`config.mk`:
```
export PLATFORM = sky130hd
export DESIGN_NAME = rst_seq_ctrl
export DESIGN_NICKNAME = d
export VERILOG_FILES = /design/src/rtl/rst_seq_pkg.sv /design/src/rtl/rst_seq_regs.sv /design/src/rtl/rst_seq_sweep.sv /design/src/rtl/rst_seq_ctrl.sv
export SDC_FILE = /design/constraint.sdc
export NUM_CORES = 1
export LEC_CHECK = 0
export ABC_AREA = 1
export BUFFER_PORTS_ARGS = -buffer_cell sky130_fd_sc_hd__buf_2
export CORE_ASPECT_RATIO = 2
export CORE_MARGIN = 10
export CORE_UTILIZATION = 48
export CTS_BUF_LIST = sky130_fd_sc_hd__clkbuf_2
export CTS_CLUSTER_SIZE = 12
export DETAILED_ROUTE_END_ITERATION = 10
export GPL_TIMING_DRIVEN = 0
export PLACE_DENSITY = 0.82
export SYNTH_ARGS = -nofsm -noshare
export SYNTH_HDL_FRONTEND = slang
export SYNTH_SLANG_ARGS = --single-unit
```
`constraint.sdc`:
```
create_clock -name clk -period 1.2 [get_ports clk]
set_input_delay 0 -clock clk [delete_from_list [all_inputs] [get_ports clk]]
set_output_delay 0 -clock clk [all_outputs]
set_load 0.02 [all_outputs]
```
`src/rtl/rst_seq_pkg.sv`:
```
// Package: shared constants and types for the reset sequencer.
// Assumes a fixed six-domain register map; offsets below are decoded by the host.
package rst_seq_pkg;
    localparam int          NUM_DOM   = 6;
    localparam int          REG_AW    = 4;
    localparam int          REG_DW    = 8;
    localparam logic [7:0]  RST_KEY   = 8'h91;
    localparam logic [3:0]  OFF_GLOB  = 4'h0;
    localparam int          OFF_DOM0  = 1;
    localparam logic [3:0]  OFF_DONE  = 4'h7;
    localparam logic [3:0]  OFF_INIT  = 4'h8;

    typedef enum logic {
        SW_CLEARING = 1'b0,
        SW_FINISHED = 1'b1
    } sweep_st_e;
endpackage

```
`src/rtl/rst_seq_regs.sv`:
```
// Module: host register file of the sequencer.
// Holds the master reset byte, one reset bit per domain, and the initialized bit.
// Assumes single-cycle write strobes; reads are registered (one cycle latency).
module rst_seq_regs
    import rst_seq_pkg::*;
(
    input  logic                clk,
    input  logic                rst_n,
    input  logic                wr,
    input  logic                rd,
    input  logic [REG_AW-1:0]   addr,
    input  logic [REG_DW-1:0]   wdata,
    input  logic [NUM_DOM-1:0]  done_in,
    output logic [REG_DW-1:0]   rdata,
    output logic                rvalid,
    output logic                glob_hold,
    output logic [NUM_DOM-1:0]  dom_sw,
    output logic                init_flag
);
    logic [REG_DW-1:0] glob_q;
    logic [REG_DW-1:0] rd_mux;

    // Master reset byte; starts out holding the key.
    always_ff @(posedge clk) begin
        if (!rst_n)
            glob_q <= RST_KEY;
        else if (wr && addr == OFF_GLOB)
            glob_q <= wdata;
    end

    assign glob_hold = (glob_q == RST_KEY);

    // One reset bit per domain: set only under master hold, cleared by any non-key.
    for (genvar g = 0; g < NUM_DOM; g++) begin : g_dom
        always_ff @(posedge clk) begin
            if (!rst_n)
                dom_sw[g] <= 1'b0;
            else if (wr && addr == REG_AW'(OFF_DOM0 + g)) begin
                if (wdata != RST_KEY)
                    dom_sw[g] <= 1'b0;
                else if (glob_hold)
                    dom_sw[g] <= 1'b1;
            end
        end
    end

    // Initialized bit; forced low while the master holds the key.
    always_ff @(posedge clk) begin
        if (!rst_n || glob_hold)
            init_flag <= 1'b0;
        else if (wr && addr == OFF_INIT)
            init_flag <= wdata[0];
    end

    // Read multiplexer over the word offsets.
    always_comb begin
        rd_mux = '0;
        if (addr == OFF_GLOB)
            rd_mux = glob_q;
        else if (addr == OFF_DONE)
            rd_mux = REG_DW'(done_in);
        else if (addr == OFF_INIT)
            rd_mux = REG_DW'(init_flag);
        for (int i = 0; i < NUM_DOM; i++) begin
            if (addr == REG_AW'(OFF_DOM0 + i))
                rd_mux = dom_sw[i] ? RST_KEY : '0;
        end
    end

    // Registered read data and valid flag.
    always_ff @(posedge clk) begin
        if (!rst_n) begin
            rvalid <= 1'b0;
            rdata  <= '0;
        end else begin
            rvalid <= rd;
            if (rd)
                rdata <= rd_mux;
        end
    end
endmodule

```
`src/rtl/rst_seq_sweep.sv`:
```
// Module: RAM-clear sweep engine for one domain.
// Writes addresses 0..DEPTH-1 once per master release, one per cycle, pausing
// while the domain clock is not running or the domain is in reset.
// Assumes DEPTH >= 2.
module rst_seq_sweep
    import rst_seq_pkg::*;
#(
    parameter int DEPTH = 16,
    parameter int AW    = $clog2(DEPTH)
) (
    input  logic          clk,
    input  logic          rst_n,
    input  logic          glob_hold,
    input  logic          dom_hold,
    input  logic          clk_ok,
    output logic          we,
    output logic [AW-1:0] addr,
    output logic          done
);
    localparam logic [AW-1:0] LAST = AW'(DEPTH - 1);

    sweep_st_e st_q;

    assign we   = (st_q == SW_CLEARING) && clk_ok && !dom_hold && !glob_hold;
    assign done = (st_q == SW_FINISHED);

    // Sweep state and address; a master hold rearms the sweep from address 0.
    always_ff @(posedge clk) begin
        if (!rst_n || glob_hold) begin
            st_q <= SW_CLEARING;
            addr <= '0;
        end else if (we) begin
            if (addr == LAST) begin
                st_q <= SW_FINISHED;
                addr <= '0;
            end else begin
                addr <= addr + AW'(1);
            end
        end
    end
endmodule

```
`src/rtl/rst_seq_ctrl.sv`:
```
// Module: top of the host-controlled multi-domain reset sequencer.
// Combines the register file with one sweep engine per domain and gates the
// operational enable. All domains share clk; dom_clk_ok models clock presence.
module rst_seq_ctrl
    import rst_seq_pkg::*;
#(
    parameter int DEPTH = 16,
    parameter int DW    = 32,
    localparam int AW   = $clog2(DEPTH)
) (
    input  logic                   clk,
    input  logic                   rst_n,
    input  logic                   bus_wr,
    input  logic                   bus_rd,
    input  logic [REG_AW-1:0]      bus_addr,
    input  logic [REG_DW-1:0]      bus_wdata,
    output logic [REG_DW-1:0]      bus_rdata,
    output logic                   bus_rvalid,
    input  logic [NUM_DOM-1:0]     dom_clk_ok,
    output logic [NUM_DOM-1:0]     dom_rst,
    output logic [NUM_DOM-1:0]     mem_we,
    output logic [NUM_DOM*AW-1:0]  mem_addr,
    output logic [DW-1:0]          mem_wdata,
    output logic                   op_en
);
    logic               glob_hold;
    logic               init_flag;
    logic [NUM_DOM-1:0] dom_sw;
    logic [NUM_DOM-1:0] done_vec;

    rst_seq_regs u_regs (
        .clk       (clk),
        .rst_n     (rst_n),
        .wr        (bus_wr),
        .rd        (bus_rd),
        .addr      (bus_addr),
        .wdata     (bus_wdata),
        .done_in   (done_vec),
        .rdata     (bus_rdata),
        .rvalid    (bus_rvalid),
        .glob_hold (glob_hold),
        .dom_sw    (dom_sw),
        .init_flag (init_flag)
    );

    // Effective domain reset: master hold or the domain's own bit.
    assign dom_rst = {NUM_DOM{glob_hold}} | dom_sw;

    for (genvar g = 0; g < NUM_DOM; g++) begin : g_sweep
        rst_seq_sweep #(.DEPTH(DEPTH), .AW(AW)) u_sweep (
            .clk       (clk),
            .rst_n     (rst_n),
            .glob_hold (glob_hold),
            .dom_hold  (dom_rst[g]),
            .clk_ok    (dom_clk_ok[g]),
            .we        (mem_we[g]),
            .addr      (mem_addr[g*AW +: AW]),
            .done      (done_vec[g])
        );
    end

    assign mem_wdata = '0;

    // Operation starts only when software says so and every domain is ready.
    assign op_en = init_flag && (&done_vec) && !(|dom_rst);
endmodule

```
## After elaboration in Yosys (flattened, before gate mapping)

Index checks and enable logic that the tools add are counted.

| operators by class | value |
|---|---|
| add/sub/neg operators | 6 |
| equality and inequality tests | 16 |
| muxes and demuxes | 23 |
| bitwise gates (word level) | 7 |
| reduce and logical (&&, ||, !) cells | 54 |

Operators with widths:

| kind | number |
|---|---|
| 2-to-1 mux 8 bit | 14 |
| == test 4 bit, second input constant | 7 |
| logical AND 1 bit | 28 |
| adder 4 x 1 -> 4 bit, second input constant | 6 |
| 2-to-1 mux 4 bit | 6 |
| AND reduction 2 bit | 12 |
| == test 4 x 3 -> 1 bit, second input constant | 4 |
| zero test 1 bit | 9 |
| == test 4 x 2 -> 1 bit, second input constant | 2 |
| == test 8 bit, second input constant | 1 |
| != test 8 bit, second input constant | 1 |
| inverter 1 bit | 6 |
| OR 6 bit | 1 |
| AND reduction 6 bit | 1 |
| OR reduction 6 bit | 1 |
| == test 4 x 1 -> 1 bit, second input constant | 1 |
| zero test 4 bit | 1 |
| 2-to-1 mux 1 bit | 3 |
| nonzero test 2 bit | 1 |
| logical OR 1 bit | 1 |

| word-level totals | value |
|---|---|
| flip-flop bits (word level) | 54 |
| word-level logic and storage cells | 128 |

## Depth between registers and ports, before layout

Gate-level depths: netlist of run 1.

| depth | value |
|---|---|
| depth in word-level cells | 10 |
| depth in mapped cells | 10 |
| mapped depth without buffers | 9 |

## Hierarchy

Synthesis of run 1 repeated with hierarchy kept, for this count alone.

| unflattened totals | value |
|---|---|
| cells, all modules | 492 |
| area, all modules | 3,314.4 µm² |

Modules (own cells, without submodules):

| module | instances | cells an instance | area each (µm²) | seq. area each (µm²) |
|---|---|---|---|---|
| rst_seq_sweep | 6 | 43 | 292.8 | 100.1 |
| rst_seq_regs | 1 | 182 | 1,226.2 | 480.5 |
| rst_seq_ctrl | 1 | 52 | 331.6 | 0.0 |

## Worst setup path before layout of run 1

OpenSTA, ideal clock, no wires.

| timing path | value |
|---|---|
| path kind | register to output |
| start | reg u_regs.glob_q[6] |
| end | out op_en |
| arrival | 1,299 ps |
| required time | 1,200 ps |
| setup slack | -99 ps |
| cell stages (with the launch flop) | 7 |
| buffers on the path | 0 |
| cells stage by stage | dfxtp_1 -> inv_1 -> nand4_1 -> nor2_2 -> nor2_1 -> inv_1 -> nor4_1 |

| between the ends | value |
|---|---|
| word-level cells in the longest chain between the ends | 5 |

Ends and longest elaborated chain:

| element | RTL line | RTL |
|---|---|---|
| start: declaration | rst_seq_regs.sv:20 | `logic [REG_DW-1:0] glob_q;` |
| start signal: assignment | rst_seq_regs.sv:28 | `glob_q <= wdata;` |
| == test 8 bit | rst_seq_regs.sv:31 | `assign glob_hold = (glob_q == RST_KEY);` |
| OR 6 bit | rst_seq_ctrl.sv:47 | `assign dom_rst = {NUM_DOM{glob_hold}} \| dom_sw;` |
| named net g_sweep[3].u_sweep.dom_hold | rst_seq_sweep.sv:14 | `input logic dom_hold,` |
| OR reduction 6 bit | rst_seq_ctrl.sv:65 | `assign op_en = init_flag && (&done_vec) && !(\|dom_rst);` |
| zero test 1 bit | rst_seq_ctrl.sv:65 |  |
| logical AND 1 bit | rst_seq_ctrl.sv:65 |  |
| end: declaration | rst_seq_ctrl.sv:24 | `output logic op_en` |

The timed path passes the listed nets, and every way through them passes these cells.

## Worst setup path after layout of run 1

| timing path | value |
|---|---|
| start | reg u_regs.glob_q[5] |
| end | out mem_we[2] |

| between the ends | value |
|---|---|
| word-level cells in the longest chain between the ends | 5 |
| elaborated cells between the ends (all ways) | 6 |
| those cells by class | 1 x eq/ne; 1 x bitwise; 4 x reduce/logical |

Ends and longest elaborated chain:

| element | RTL line | RTL |
|---|---|---|
| == test 8 bit (*) | rst_seq_regs.sv:31 |  |
| OR 6 bit | rst_seq_ctrl.sv:47 |  |
| zero test 1 bit | rst_seq_sweep.sv:24 | `assign we = (st_q == SW_CLEARING) && clk_ok && !dom_hold && !glob_hold;` |
| logical AND 1 bit | rst_seq_sweep.sv:24 |  |
| logical AND 1 bit (*) | rst_seq_sweep.sv:24 |  |
| end: declaration | rst_seq_ctrl.sv:21 | `output logic [NUM_DOM-1:0] mem_we,` |

Every way passes the cells marked *; elsewhere a longest branch is shown, timed or not.

==> results of run 1 <==
==> per-layer routing <==
| metal | track usage [%] | share of wire (%) | vias up |
|---|---|---|---|
| li1 | - | - | 1617 |
| met5 | 0 | 0 | - |
| met2 | 33.2 | 55 | 139 |
| met1 | 15.7 | 35 | 1528 |
| met3 | 5.59 | 6.5 | 32 |
| met4 | 9.36 | 3.9 | 0 |
==> metrics by stage <==
step	setup slack [ns]	power, mW	hold WS, ns	area, um2
floorplan	-0.0517	2.46	0.126	3240
global placement	-0.264	2.64	0.234	3680
detailed placement	-0.281	2.65	0.242	3680
CTS	-0.652	3.65	0.00605	4270
global route	-0.736	3.91	0.0336	4490
finish	-0.650	3.74	0.0362	4490
==> power groups by stage <==
stage / registers (mW) / logic [mW] / clock network (mW)
finish: 1.84 / 1.16 / 0.738
global route: 1.85 / 1.23 / 0.829
CTS: 1.84 / 1.06 / 0.752
detailed placement: 1.87 / 0.773 / 0
global placement: 1.87 / 0.765 / 0
floorplan: 1.89 / 0.575 / 0
==> cell families after synthesis <==
group           Yosys count  synth area share, %
compound gates           65                 10.7
simple gates            197                 29.9
xor+xnor                 10                 2.83
other cells               1                0.121
buf+inv                 103                 19.2
flops                    54                 34.9
fa+ha+maj                 6                 2.42
==> state kept, by name (all words and copies together) (netlist names) <==
| register | cells |
|---|---|
| g_sweep.u_sweep.addr | 24 |
| u_regs.rdata | 8 |
| u_regs.glob_q | 8 |
| u_regs.dom_sw | 6 |
| u_regs.init_flag | 1 |
| u_regs.rvalid | 1 |
| g_sweep.u_sweep.done | 6 |
==> cell type report <==
type | instances | area, um2
Buffer | 48 | 408
Sequential cell | 54 | 1110
Clock inverter | 2 | 13.8
Clock buffer | 6 | 30.0
Timing Repair Buffer | 108 | 852
Inverter | 51 | 204
Fill cell | 498 | 1820
Multi-Input combinational cell | 310 | 1770
Tap cell | 86 | 108
==> worst paths after layout <==
kind                                 startpoint                       endpoint  slack, ns  cells past startpoint
setup / recovery  u_regs.glob_q[5]$_SDFFE_PN0P_                      mem_we[2]      -0.65                      9
hold / removal                           bus_wr  u_regs.glob_q[7]$_SDFFE_PN1P_       0.04                      4
setup reg to reg  u_regs.glob_q[5]$_SDFFE_PN0P_  u_regs.dom_sw[1]$_SDFFE_PN0P_      -0.55                     12
hold reg to reg   u_regs.glob_q[6]$_SDFFE_PN0P_  u_regs.glob_q[6]$_SDFFE_PN0P_       0.47                      2
==> layout by cell type (no fill, tap or decap), drive strengths merged <==
cell,count
xor2,10
o211ai,1
or2,4
dlygate4sd3,16
o21ai,13
o22ai,3
nand3,28
nor3,2
nand3b,4
a21oi,48
clkbuf,10
nand4,13
clkinv,2
dfxtp,54
nand2,96
nor4,5
inv,51
and3,2
nor2,43
ha,6
buf,136
conb,32
==> repair_timing <==
action,in CTS,in global routing
endpoints found under the hold margin,26,5
pin swaps,20,15
resized for setup,76,50
gates cloned,2,2
setup buffers,19,15
setup endpoints to repair,50,58
hold buffers,16,1
==> worst max-delay path, delay by kind of cell, from the launching register on <==
family / cells / cell delay [ns]
simple gates: 3 / 0.47
flops: 1 / 0.39
buf+inv: 6 / 0.54
==> summary.md, run 1 <==
| Metric | Value |
|---|---|
| Status | finished, violations left |
| Failing checks | negative setup slack |
| Floorplan Core Area | about 6300 um2 |
| CP max FO | 5 |
| Clock root cell | clkbuf_2 |
| Maximum clock rate | ~540 MHz |
| Minimum clock period | roughly 1.8 ns |
| CTS sink count | 54 |
| Rel. slew slack | 63.0% |
| DR iter-0 viols | approximately 180 |
| Final setup margin | -0.650 ns |
| Internal power | between 2 and 3 mW |
| Largest area contributor in the netlist | dfxtp_1 |
| Via count of the first global-routing pass | between 3,000 and 4,000 |
| Final setup violation count | 50 |
| CP max-delay cell | dfxtp_2 |
| GR Overflow Total | 0 |
| Worst-path clk slew | 0.29 ns |
| Fin cells | about 670 |
| Seq/Total Area, Yosys | between 30% and 40% |
| Switching Power | 1.22 mW |
| Synth Instances | between 400 and 500 |
| Worst Tran Pin Value | ~0.55 ns |
| Inserted Clock Buffers | 5 |
| Synth top area share | 34.9% |
| Synth area leaders | dfxtp_1 (35%), nand2_1 (11%), buf_4 (11%), a21oi_1 (7.8%), inv_1 (5.3%) |
| Crit Path Category | reg -> out |
| Gpl congestion | 0.947 |
| Worst stage delay on the critical path | a little under 0.4 ns |
| TNS Setup | -19.92 ns |
| Die W | around 77 um |
| Post-synth top cells | nand2_1 (93), dfxtp_1 (54), a21oi_1 (48) |
| Post-synth EDFFs | 0 |
| Initial antenna violation count | 0 |
| Diode count | 0 |
| Unrepaired setup endpoints after global routing | yes |
| Max Buffers Root-to-Sink | 2 |
| Share of cells above drive strength 1 | 40.1% |
| Starting Density | 49.1% |
| Synth warn | 0 |
| WL per Instance | about 15 um |
| Post-synth ARST share | 0% |
| DR pass1 iterations | 5 |
| Leak pwr | between 2 and 2.5 nW |
| Max Cap Viol | 0 |
| Count leader, synth | nand2_1 |
| Clk Latency, worst-skew pair | 0.46 ns |
| Dpl hpwl | 6.81 mm |
| Sw Share | between 30% and 40% |
| Slew Viols, Final | 0 |
| Largest net degree at the start of global routing | 17 |
| Hold WC Path Type | in -> reg |
| Nets@finish | slightly above 600 |
| Via count | between 3,000 and 4,000 |
| First-pass GRT wire length | ~15 mm |
| Final antenna-violating net count | 0 |
| H-tree depth | 2 |
| Routed WL | between 9 and 10 mm |
| Synth Area per Inst | about 7.1 um2 |
| CP Capture Type | primary output |
| Distinct cells, synth | 29 |
| Core Util, Final | a little under three quarters |
| CP required | 1.20 ns |
| Final hold viol count | 0 |
| Crit path DAT | between 1.5 and 2 ns |
| Die Span Y | 134 um |
| Vias/cell | between 4 and 5 |
| Row cnt | 41 |
| Total die area | slightly above 10,000 um2 |
| Total power per unit cell area | about 830 nW/um2 |
| Clock power frac | about 20% |
| Final setup skew | 0.0356 ns |
| Reg power frac | about half |
| Count of input and output buffers | 66 |
| Peak VDD IR | about 0.64 mV |
| Combinational Power Share | 31.0% |
| Tcrit/Tclk final | 154% |
| Crit path cell chain | inv_2 -> nand4_1 -> nor2_4 -> inv_4 -> buf_12 -> nand3b_4 -> inv_4 -> buf_6 -> buf_6 |
| FF+latch count, synth | 54 |
| # IOs | 100 |
| CP Launch Type | register |
| CTS tree | done |
| Predominant post-synthesis flop cell | dfxtp_1 |
| Remaining routing DRC violations | 0 |
| GRT Total Usage | between 10% and 20% |
| Number of cells after detailed placement | about 620 |
| Area Overhead vs Synth | 44.9% |
| Synthesized area | a little over 3000 um2 |
(Power assumes the default switching activity.)
==> run 2, diff against run 1 <==
--- a/config.mk
+++ b/config.mk
@@ -5,16 +5,15 @@
 export SDC_FILE = /design/constraint.sdc
 export NUM_CORES = 1
 export LEC_CHECK = 0
-export ABC_AREA = 1
 export BUFFER_PORTS_ARGS = -buffer_cell sky130_fd_sc_hd__buf_2
 export CORE_ASPECT_RATIO = 2
 export CORE_MARGIN = 10
-export CORE_UTILIZATION = 48
+export CORE_UTILIZATION = 25
 export CTS_BUF_LIST = sky130_fd_sc_hd__clkbuf_2
 export CTS_CLUSTER_SIZE = 12
 export DETAILED_ROUTE_END_ITERATION = 10
 export GPL_TIMING_DRIVEN = 0
-export PLACE_DENSITY = 0.82
+export PLACE_DENSITY = 0.5
 export SYNTH_ARGS = -nofsm -noshare
 export SYNTH_HDL_FRONTEND = slang
 export SYNTH_SLANG_ARGS = --single-unit
==> summary.md, run 2 <==
| Metric | Value |
|---|---|
| Status | finished, violations left |
| Failing checks | negative hold slack, negative setup slack |
| Max Buffers Root-to-Sink | 2 (unchanged) |
| CTS tree | done |
| Commonest non-fill, non-tap cell in the layout | buf_4 |
| CP Capture Type | primary output |
| GR Overflow Total | 0 (unchanged) |
| Synth Instances | 322 (-26%) |
| Worst-path clk slew | 0.30 ns (about the same) |
| Initial antenna violation count | 1 (+1) |
| CP required | 1.20 ns (about the same) |
| CTS sink count | 54 (unchanged) |
| Row cnt | 56 (+37%) |
| Final setup margin | -0.766 ns (-0.116 ns) |
| Inserted Clock Buffers | 5 (unchanged) |
| H-tree depth | 2 (unchanged) |
| Crit Path Category | reg -> out |
| Post-synth ARST share | 0% (unchanged) |
| Worst stage delay on the critical path | 0.40 ns (about the same) |
| Crit path cell chain | nor4bb_4 -> buf_6 -> buf_12 -> a2111oi_4 -> buf_4 -> buf_6 |
| Worst setup startpoint | u_regs.glob_q[4]$_SDFFE_PN1P_ |
| Maximum clock rate | 509 MHz (-5.9%) |
| Hold Buf Count CTS | 18 (+2) |
| Final setup violation count | 50 (unchanged) |
| Synth top area share | 35.9% (+0.94 points) |
| Largest Register | g_sweep.u_sweep.addr |
| Largest area contributor in the netlist | dfxtp_1 |
| Share of cells above drive strength 1 | 44.7% (+4.6 points) |
| Hold Crit Depth | 4 (unchanged) |
| GRT Total Usage | 11.2% (-6.3 points) |
| Remaining routing DRC violations | 0 (unchanged) |
| Gpl congestion | 0.805 (-15%) |
| Minimum clock period | 1.97 ns (+0.116 ns) |
| Total power per unit cell area | 765 nW/um2 (-8.3%) |
| Hold_ws | -0.0276 ns (-0.0638 ns) |
| Worst min-delay path startpoint | bus_addr[2] |
| Synth area leaders | dfxtp_1 (36%), buf_4 (11%), mux2i_1 (7.3%), a2111oi_4 (5.5%), a41oi_1 (4.6%) |
| Die W | 97.7 um (+27%) |
| Worst r2r src | u_regs.glob_q[4]$_SDFFE_PN1P_ |
| # IOs | 100 (unchanged) |
| Distinct cells, synth | 37 (+28%) |
| FF+latch count, synth | 54 (unchanged) |
| Floorplan Core Area | 11,800 um2 (+87%) |
| Area Overhead vs Synth | 47.1% |
| Crit path DAT | 1.97 ns (+0.12 ns) |
| Leak pwr | 1.99 nW (-11%) |
| Tot Pwr | 3.39 mW (-9.4%) |
| Tcrit/Tclk final | 164% (+9.7 points) |
| Post-synth EDFFs | 0 (unchanged) |
| Die Span Y | 175 um (+31%) |
| Slew Viols, Final | 0 (unchanged) |
| Clk Latency, worst-skew pair | 0.47 ns (about the same) |
| Crit-path leading delay family | buffers and inverters |
| Worst R2R Path Depth | 8 (-4) |
| Synthesized area | 3020 um2 (-2.6%) |
| Total die area | 17,100 um2 (+67%) |
| DR iter-0 viols | 89 (-51%) |
| Unrepaired setup endpoints after global routing | yes |
| Largest net degree at the start of global routing | 17 (unchanged) |
| Vias/cell | 4.69 (-5.9%) |
| Worst path most repeated cell | buf_6 |
| CP Launch Type | register |
| DR pass1 iterations | 4 (-1) |
| WL per Instance | 16.2 um (+10%) |
| Commonest cells after routing, fill and taps aside | buf_4 (68), buf_2 (53), conb_1 (32) |
| Max reg flops | 24 (unchanged) |
| CP max FO | 5 (unchanged) |
| Via count of the first global-routing pass | 2,940 (-11%) |
| CP Depth | 6 (-3) |
| Clock root cell | clkbuf_2 |
| Predominant post-synthesis flop cell | dfxtp_1 |
| Dpl hpwl | 7.17 mm (+5.3%) |
| Nets@finish | 497 (-18%) |
| Routed WL | 9.99 mm (+2.4%) |
| First-pass GRT wire length | 15.5 mm (+2.4%) |
| Count leader, synth | dfxtp_1 |
| Max Cap Viol | 0 (unchanged) |
| Synth warn | 0 (unchanged) |
| Starting Density | 25.6% (-23 points) |
| Synth Area per Inst | 9.36 um2 (+32%) |
| Via count | 2,890 (-13%) |
| Count of input and output buffers | 65 (-1.5%) |
| Final hold viol count | 2 (+2) |
| Final setup skew | 0.0401 ns (+0.00452 ns) |
| Seq/Total Area, Yosys | 35.9% (+0.94 points) |
| Worst Path Buf+Inv | 4 (-2) |
| Hold WC Path Type | in -> reg |
| Biggest regs | g_sweep.u_sweep.addr (24), u_regs.glob_q (8), u_regs.rdata (8) |
| Pre-CTS setup slack | -0.886 ns (-0.605 ns) |
| Post-synth top cells | dfxtp_1 (54), buf_4 (44), nor2_1 (28) |
| CP max-delay cell | dfxtp_2 |
| Peak VDD IR | 0.405 mV (-37%) |
| Final antenna-violating net count | 0 (unchanged) |
## run 2: layout make-up
| cell class | instances | area, um2 |
|---|---|---|
| plain buffers | 54 | 418 |
| flip-flops and latches | 54 | 1140 |
| clock inverters | 3 | 16.3 |
| multi-input cells | 232 | 1760 |
| repair buffers | 110 | 851 |
| diodes | 1 | 2.50 |
| well taps | 145 | 181 |
| inverters | 12 | 45.0 |
| clock buffers | 5 | 25.0 |
| fillers | 1234 | 7340 |
## run 2: stage by stage
stage	TNS [ns]	utilization (%)	hold slack [ns]	cell area (um2)	std cells
final	-29.12	37.7	-0.0276	4430	616
after global routing	-34.64	37.7	-0.0754	4430	616
after CTS	-30.89	36.6	-0.110	4310	611
after detailed placement	-35.56	31.0	0.227	3650	563
after global placement	-34.41	31.0	0.225	3650	563
after floorplan	-13.39	-	0.125	3150	353
## run 2: logic make-up (layout without fill, tap and decap cells)
kind of cell,Yosys count,after routing,share of synthesized area (%)
AOI/OAI and AO/OA,77,77,23.8
muxes,22,22,7.30
DFF,54,54,35.9
and+or+nand+nor,95,95,15.8
other,1,33,0.124
adders and majority gates,6,6,2.49
buffers and inverters,67,184,14.7
## run 2: path summary, 6_finish.rpt
check	end	slack [ns]
worst max-delay path	mem_we[0]	-0.77
worst min register to register	u_regs.rdata[6]$_SDFFE_PN0P_	0.50
worst max register to register	g_sweep[0].u_sweep.addr[3]$_SDFFE_PP0N_	-0.68
worst min-delay path	u_regs.rdata[7]$_SDFFE_PN0P_	-0.03
## run 2: tightest hold or removal path, cell delays in order
cell     delay, ns
buf_2         0.18
nor2_2        0.11
nand3_1       0.09
a31oi_1       0.07
## run 2: layer usage
| layer | share of wire, % | GRT usage, % |
|---|---|---|
| met1 | 35 | 10.2 |
| met2 | 54 | 21.1 |
| met3 | 7.1 | 3.26 |
| met4 | 4.1 | 6.58 |
| met5 | 0 | 0 |
## run 2: what timing repair did
action	CTS	global route
resized for setup	59	32
gates cloned	1	0
endpoints found under the setup margin	60	75
pin swaps	14	4
hold endpoints to repair	21	2
buffers inserted	23	4
## run 2: power breakdown
| part | switching [mW] | internal (mW) |
|---|---|---|
| Combinational | 0.429 | 0.403 |
| Sequential | 0.0177 | 1.80 |
| Clock | 0.607 | 0.133 |
| Total | 1.05 | 2.34 |
